### src/rtl/xtalk_pkg.sv
package xtalk_pkg;
  localparam int STEPS  = 8;
  localparam int STEP_W = 3;
  localparam int ERR_W  = 6;

  // error-class bit positions in the enable mask
  localparam int E_RDLY = 0;
  localparam int E_FDLY = 1;
  localparam int E_PGL  = 2;
  localparam int E_NGL  = 3;
  localparam int E_RSPD = 4;
  localparam int E_FSPD = 5;

  typedef logic [STEP_W-1:0] step_t;
  typedef logic [ERR_W-1:0]  errmask_t;

  // level on the victim wire at a given step
  function automatic logic victim_level(step_t s);
    case (s)
      3'd0, 3'd2, 3'd3, 3'd5: return 1'b1;
      default:                return 1'b0;
    endcase
  endfunction

  // common level on all aggressor wires at a given step
  function automatic logic aggr_level(step_t s);
    case (s)
      3'd0, 3'd2, 3'd4, 3'd7: return 1'b1;
      default:                return 1'b0;
    endcase
  endfunction

  // is the transition leaving step s one the mask asks for
  function automatic logic trans_enabled(step_t s, errmask_t m);
    case (s)
      3'd0:    return m[E_FSPD];
      3'd1:    return m[E_RSPD];
      3'd2:    return m[E_NGL];
      3'd3:    return m[E_FDLY];
      3'd4:    return m[E_RDLY];
      3'd6:    return m[E_PGL];
      default: return 1'b0;
    endcase
  endfunction

  // a step is needed when an enabled transition launches from or lands on it
  function automatic logic step_needed(step_t s, errmask_t m);
    logic from_prev;
    from_prev = (s != '0) ? trans_enabled(s - step_t'(1), m) : 1'b0;
    return trans_enabled(s, m) | from_prev;
  endfunction
endpackage

### src/rtl/xtalk_walk_seq.sv
module xtalk_walk_seq
  import xtalk_pkg::*;
#(
  parameter int N_WIRES = 8,
  parameter int VIDX_W  = 3
) (
  input  logic               clk_i,
  input  logic               rst_ni,
  input  logic               start_i,
  input  errmask_t           err_en_i,
  output logic               busy_o,
  output step_t              step_o,
  output logic [VIDX_W-1:0]  vidx_o,
  output logic [N_WIRES-1:0] vic_oh_o,
  output errmask_t           mask_o,
  output logic               done_o
);
  localparam logic [VIDX_W-1:0]  LAST_V = VIDX_W'(N_WIRES - 1);
  localparam logic [N_WIRES-1:0] OH_0   = N_WIRES'(1);

  logic               busy_q;
  step_t              step_q;
  logic [VIDX_W-1:0]  vidx_q;
  logic [N_WIRES-1:0] oh_q;
  errmask_t           mask_q;
  logic               done_q;

  // named internal events
  logic accept_w, step_wrap_w, last_vic_w, run_end_w;
  assign accept_w    = start_i && !busy_q;
  assign step_wrap_w = busy_q && (step_q == step_t'(STEPS - 1));
  assign last_vic_w  = (vidx_q == LAST_V);
  assign run_end_w   = step_wrap_w && last_vic_w;

  always_ff @(posedge clk_i or negedge rst_ni) begin
    if (!rst_ni) begin
      busy_q <= 1'b0;
      step_q <= '0;
      vidx_q <= '0;
      oh_q   <= OH_0;
      mask_q <= '0;
      done_q <= 1'b0;
    end else begin
      done_q <= run_end_w;
      if (accept_w) begin
        busy_q <= 1'b1;
        step_q <= '0;
        vidx_q <= '0;
        oh_q   <= OH_0;
        mask_q <= err_en_i;
      end else if (busy_q) begin
        step_q <= step_q + step_t'(1);
        if (step_wrap_w) begin
          if (last_vic_w) begin
            busy_q <= 1'b0;
          end else begin
            vidx_q <= vidx_q + VIDX_W'(1);
            oh_q   <= {oh_q[N_WIRES-2:0], oh_q[N_WIRES-1]};
          end
        end
      end
    end
  end

  assign busy_o   = busy_q;
  assign step_o   = step_q;
  assign vidx_o   = vidx_q;
  assign vic_oh_o = oh_q;
  assign mask_o   = mask_q;
  assign done_o   = done_q;
endmodule

### src/rtl/xtalk_vec_drive.sv
module xtalk_vec_drive
  import xtalk_pkg::*;
#(
  parameter int N_WIRES = 8
) (
  input  logic               busy_i,
  input  step_t              step_i,
  input  logic [N_WIRES-1:0] vic_oh_i,
  input  errmask_t           mask_i,
  output logic [N_WIRES-1:0] pat_o,
  output logic               valid_o
);
  logic vlev_w, alev_w;
  assign vlev_w = victim_level(step_i);
  assign alev_w = aggr_level(step_i);

  for (genvar i = 0; i < N_WIRES; i++) begin : g_wire
    assign pat_o[i] = busy_i && (vic_oh_i[i] ? vlev_w : alev_w);
  end

  assign valid_o = busy_i && step_needed(step_i, mask_i);
endmodule

### src/rtl/xtalk_rx_cmp.sv
module xtalk_rx_cmp
  import xtalk_pkg::*;
#(
  parameter int N_WIRES = 8,
  parameter int VIDX_W  = 3
) (
  input  logic               clk_i,
  input  logic               rst_ni,
  input  logic [N_WIRES-1:0] exp_pat_i,
  input  logic               exp_valid_i,
  input  logic [VIDX_W-1:0]  exp_vidx_i,
  input  step_t              exp_step_i,
  input  logic [N_WIRES-1:0] rx_pat_i,
  output logic               mism_o,
  output logic [VIDX_W-1:0]  mism_vidx_o,
  output step_t              mism_step_o
);
  logic [N_WIRES-1:0] pat_q;
  logic               val_q;
  logic [VIDX_W-1:0]  vidx_q;
  step_t              step_q;

  always_ff @(posedge clk_i or negedge rst_ni) begin
    if (!rst_ni) begin
      pat_q  <= '0;
      val_q  <= 1'b0;
      vidx_q <= '0;
      step_q <= '0;
    end else begin
      pat_q  <= exp_pat_i;
      val_q  <= exp_valid_i;
      vidx_q <= exp_vidx_i;
      step_q <= exp_step_i;
    end
  end

  assign mism_o      = val_q && (rx_pat_i != pat_q);
  assign mism_vidx_o = mism_o ? vidx_q : '0;
  assign mism_step_o = mism_o ? step_q : '0;
endmodule

### src/rtl/xtalk_walk_top.sv
module xtalk_walk_top
  import xtalk_pkg::*;
#(
  parameter  int N_WIRES = 8,
  localparam int VIDX_W  = (N_WIRES > 1) ? $clog2(N_WIRES) : 1
) (
  input  logic               clk_i,
  input  logic               rst_ni,
  input  logic               start_i,
  input  logic [5:0]         err_en_i,
  output logic [N_WIRES-1:0] tx_pat_o,
  output logic               tx_valid_o,
  output logic               done_o,
  input  logic [N_WIRES-1:0] rx_pat_i,
  output logic               mism_o,
  output logic [VIDX_W-1:0]  mism_victim_o,
  output logic [2:0]         mism_step_o
);
  logic               busy_w;
  step_t              step_w;
  logic [VIDX_W-1:0]  vidx_w;
  logic [N_WIRES-1:0] vic_oh_w;
  errmask_t           mask_w;

  xtalk_walk_seq #(.N_WIRES(N_WIRES), .VIDX_W(VIDX_W)) seq_i (
    .clk_i    (clk_i),
    .rst_ni   (rst_ni),
    .start_i  (start_i),
    .err_en_i (err_en_i),
    .busy_o   (busy_w),
    .step_o   (step_w),
    .vidx_o   (vidx_w),
    .vic_oh_o (vic_oh_w),
    .mask_o   (mask_w),
    .done_o   (done_o)
  );

  xtalk_vec_drive #(.N_WIRES(N_WIRES)) drv_i (
    .busy_i   (busy_w),
    .step_i   (step_w),
    .vic_oh_i (vic_oh_w),
    .mask_i   (mask_w),
    .pat_o    (tx_pat_o),
    .valid_o  (tx_valid_o)
  );

  xtalk_rx_cmp #(.N_WIRES(N_WIRES), .VIDX_W(VIDX_W)) cmp_i (
    .clk_i       (clk_i),
    .rst_ni      (rst_ni),
    .exp_pat_i   (tx_pat_o),
    .exp_valid_i (tx_valid_o),
    .exp_vidx_i  (vidx_w),
    .exp_step_i  (step_w),
    .rx_pat_i    (rx_pat_i),
    .mism_o      (mism_o),
    .mism_vidx_o (mism_victim_o),
    .mism_step_o (mism_step_o)
  );
endmodule

### config.mk
export PLATFORM = sky130hd
export DESIGN_NAME = xtalk_walk_top
export DESIGN_NICKNAME = d
export VERILOG_FILES = /design/src/rtl/xtalk_pkg.sv /design/src/rtl/xtalk_walk_seq.sv /design/src/rtl/xtalk_vec_drive.sv /design/src/rtl/xtalk_rx_cmp.sv /design/src/rtl/xtalk_walk_top.sv
export SDC_FILE = /design/constraint.sdc
export NUM_CORES = 1
export LEC_CHECK = 0
export ABC_AREA = 1
export BUFFER_PORTS_ARGS = -buffer_cell sky130_fd_sc_hd__buf_2
export CAP_MARGIN = 25
export CORE_AREA = 2 2 62 64
export DETAILED_ROUTE_END_ITERATION = 10
export DIE_AREA = 0 0 64 66
export GPL_TIMING_DRIVEN = 0
export PLACE_DENSITY_LB_ADDON = 0.08
export SYNTH_ARGS = -nofsm -noshare
export SYNTH_HDL_FRONTEND = slang
export SYNTH_SLANG_ARGS = --single-unit
export TNS_END_PERCENT = 10
### constraint.sdc
create_clock -name clk_i -period 2 [get_ports clk_i]
set_clock_uncertainty 0.15 [all_clocks]
set_input_delay 0.2 -clock clk_i [delete_from_list [all_inputs] [get_ports clk_i]]
set_output_delay 0.2 -clock clk_i [all_outputs]
set_load 0.02 [all_outputs]
==> results.yml <==
synthesis:
  post_synth_most_frequent_cells: "dfrtp_1, inv_1, nand2_1"
  synth_ff_type: "dfrtp_1"
  post_synth_inst_count: 191
  synth-edff-count: 0
  synth-seq-area-share_pct: 50.9
  post_synth.cell_area_avg_um2: 9.54
  synthesis.yosys.warnings: 0
  post_synth_num_cell_types: 31
  dominant_cell_by_count_in_the_synthesized_netlist: "dfrtp_1"
  synth_async_sr_flop_share_pct: 100
  ys_seq_elements: 37
  syn-num-nets: 217
  largest_cells_by_area_after_synthesis: "dfrtp_1, ha_1, inv_1"
  netlist.area_leader.share_pct: 49.5
  synth.cell_area_um2: 1820
  synth_top_area_cell: "dfrtp_1"
power_and_ir_drop:
  vdd_ir_drop_max_mv: 0.738
  power.density_cell_area_nw_per_um2: 1870
  power_mw: 4.62
  leakagePower_nw: 1.20
grt:
  grt_first_pass_wirelength_um: 6610
  maximum_number_of_pins_on_one_net_before_global_route_repair: 38
  vias_in_the_first_global_route: 1486
  globalRouteTotalUtil_pct: 20.5
  antenna_violations_before_repair: 0
  overflow: 0
setup_path:
  required_time_at_the_endpoint_of_the_critical_path_ps: 1650
  arrival_ps: 1890
  critical_path_peak_fanout: 5
  worst-setup-path-type: "flip-flop to output port"
  worstRegToRegCells: 9
  crit-reg2reg-launch: "seq_i.step_o[0]"
  crit_path_start_kind: "flip-flop"
  end_kind: "output port"
  timing.critical_path.from: "seq_i.step_o[0]"
hold_path:
  hold_path_depth: 4
  hold_path_startpoint: "start_i"
  hold_path.class: "primary input to flip-flop"
routing:
  post_drt_wl_per_cell_um: 12.6
  routedLengthMet1_um: 1610
  drc_errors: 0
  met2_wirelength_um: 1960
  firstDrtPassIters: 4
  via_per_instance_ratio: 4.93
  drt-total-wl_um: 3790
  top_layer_used: "met4"
  detailroute.wirelength.met3_um: 164
  drt-initial-drc-count: 57
  route.vias.total: 1485
  antenna_nets_post_route: 0
cells_and_area:
  drive_gt1_share_pct: 38.7
  antenna-diode-count: 0
  final_cell_area_um2: 2470
  finalNetCount: 278
  post-route-util_pct: 69.7
  fillers: 264
  flow.area_growth_from_synthesis_pct: 35.8
  stdcell_count: 301
clock_network:
  clkTransAtPathRegs_ps: 110
  cts_tree: "done"
  htreeDepth: 2
  clk_latency_ps: 340
  ctsLongestPathBuffers: 2
  clock_sinks: 37
  cts.root.buffer_cell: "clkbuf_4"
  cts_made_buffers: 5
floorplanning:
  core_region_area_um2: 3550
  dieHeight_um: 66
  die-width_um: 64
  io-pin-count: 34
  die_area_um2: 4220
  total_number_of_placement_rows: 22
  initial_core_util_pct: 51.3
place:
  gp_congestion: 0.822
  post_dp_cell_area_um2: 2050
  place.detailed.hpwl_um: 2510
  port-buffer-count: 33
  dp.cells: 272
sta:
  maxClockFrequency_ghz: 0.446
  finalMaxSlewViolations: 0
  fin_crit_ps: 2240
  tightestPinTransition_ps: 792
  finalHoldViolCount: 0
  maxSlewHeadroom_pct: 47.2
  setup_ws_ps: -243
  unrepaired_setup_endpoints_after_global_routing: "true"
  whs_ps: 85.8
  setup_viol: 9
  post-route-period-util_pct: 112
run:
  maxCapViolations: 0
run_status:
  failing_checks: "negative setup slack"
  outcome: "complete, but fails checks"
-- stage by stage --
stage	TNS [ps]	worst slack [ps]
floorplan	0	112
global placement	-167	-59.0
detailed placement	-704	-140
CTS	-1570	-198
global route	-3030	-364
finish	-1770	-243
-- placed cells by master (no fill, tap or decap), types with 2 or more instances in the layout --
cell type	netlist	final
nand2_2	5	4
a22o_1	2	2
clkbuf_4	0	5
dfrtp_2	0	2
nand2_4	2	3
ha_1	9	3
clkinv_2	0	2
o22ai_1	8	8
buf_4	0	20
o21ai_2	1	3
nand3_1	8	8
a21oi_2	3	2
a31oi_1	8	7
nor2_1	10	9
mux2_2	6	6
nand2_1	30	29
xor2_1	2	2
inv_1	30	27
xnor2_1	3	3
buf_2	0	24
buf_6	1	3
inv_2	2	3
dfrtp_1	36	34
ha_4	0	6
dlygate4sd3_1	0	7
o21ai_1	1	6
o21ai_0	12	5
a21oi_4	0	2
-- logic make-up after synthesis --
group	count (synthesis)	share of synthesized area, %
AOI/OAI and AO/OA	38	12.9
xor gates and xnor gates	5	2.40
adders and majority gates	9	6.18
buffers and inverters	35	8.04
DFF	37	50.9
muxes	6	3.71
and+or+nand+nor	61	15.9
-- per-layer routing --
layer | vias up | GRT usage, %
met5 | - | 0
met4 | 0 | 8.70
met3 | 5 | 3.92
met2 | 40 | 36.2
met1 | 694 | 24.3
li1 | 746 | -
-- final cells by class --
type	count	area, um2	share of cell area, %
Sequential cell	37	930	37.6
Multi-Input combinational cell	119	892	36.1
Timing Repair Buffer	54	383	15.5
Inverter	33	139	5.61
Tap cell	48	60.1	2.43
Clock buffer	5	37.5	1.52
Clock inverter	3	17.5	0.708
Buffer	2	15.0	0.607
-- where the power goes --
part | total, mW | switching [mW] | internal, mW
clock | 0.377 | 0.244 | 0.132
combinational | 2.93 | 1.66 | 1.27
sequential | 1.32 | 0.202 | 1.11
total | 4.62 | 2.11 | 2.51
-- sequential cells by signal (all words and copies together), names as in the netlist --
signal	cells
seq_i.busy_o	1
seq_i.step_o	3
seq_i.done_o	1
seq_i.vidx_o	3
cmp_i.vidx_q	3
cmp_i.step_q	3
cmp_i.val_q	1
cmp_i.pat_q	8
seq_i.mask_o	6
seq_i.vic_oh_o	8
-- repair_timing --
| item | 4_1_cts | 5_1_grt |
|---|---|---|
| setup endpoints to repair | 9 | 18 |
| buffers inserted | 12 | 2 |
| hold buffers | 7 | 0 |
| pin swaps | 7 | 5 |
| gates resized for setup | 36 | 15 |
| hold endpoints to repair | 42 | 0 |
-- critical path: stages (launching register included) --
cell and delay, ps:
dfrtp_2 470, clkinv_4 120, ha_4 180, inv_2 50, nand2_2 60, nand2_4 70, o21ai_2 60, a21oi_2 120
nand2_1 90, a21oi_2 170, buf_4 160
-- worst paths after layout --
check | slack (ps) | endpoint
max reg2reg | 80 | seq_i.vidx_o[2]
max | -240 | tx_valid_o
min | 90 | seq_i.step_o[2]
max in group asynchronous | 830 | seq_i.step_o[0]
min in group asynchronous | 330 | seq_i.step_o[2]
min reg2reg | 270 | cmp_i.vidx_q[2]
No activity file was read; power rests on OpenSTA's default activity.
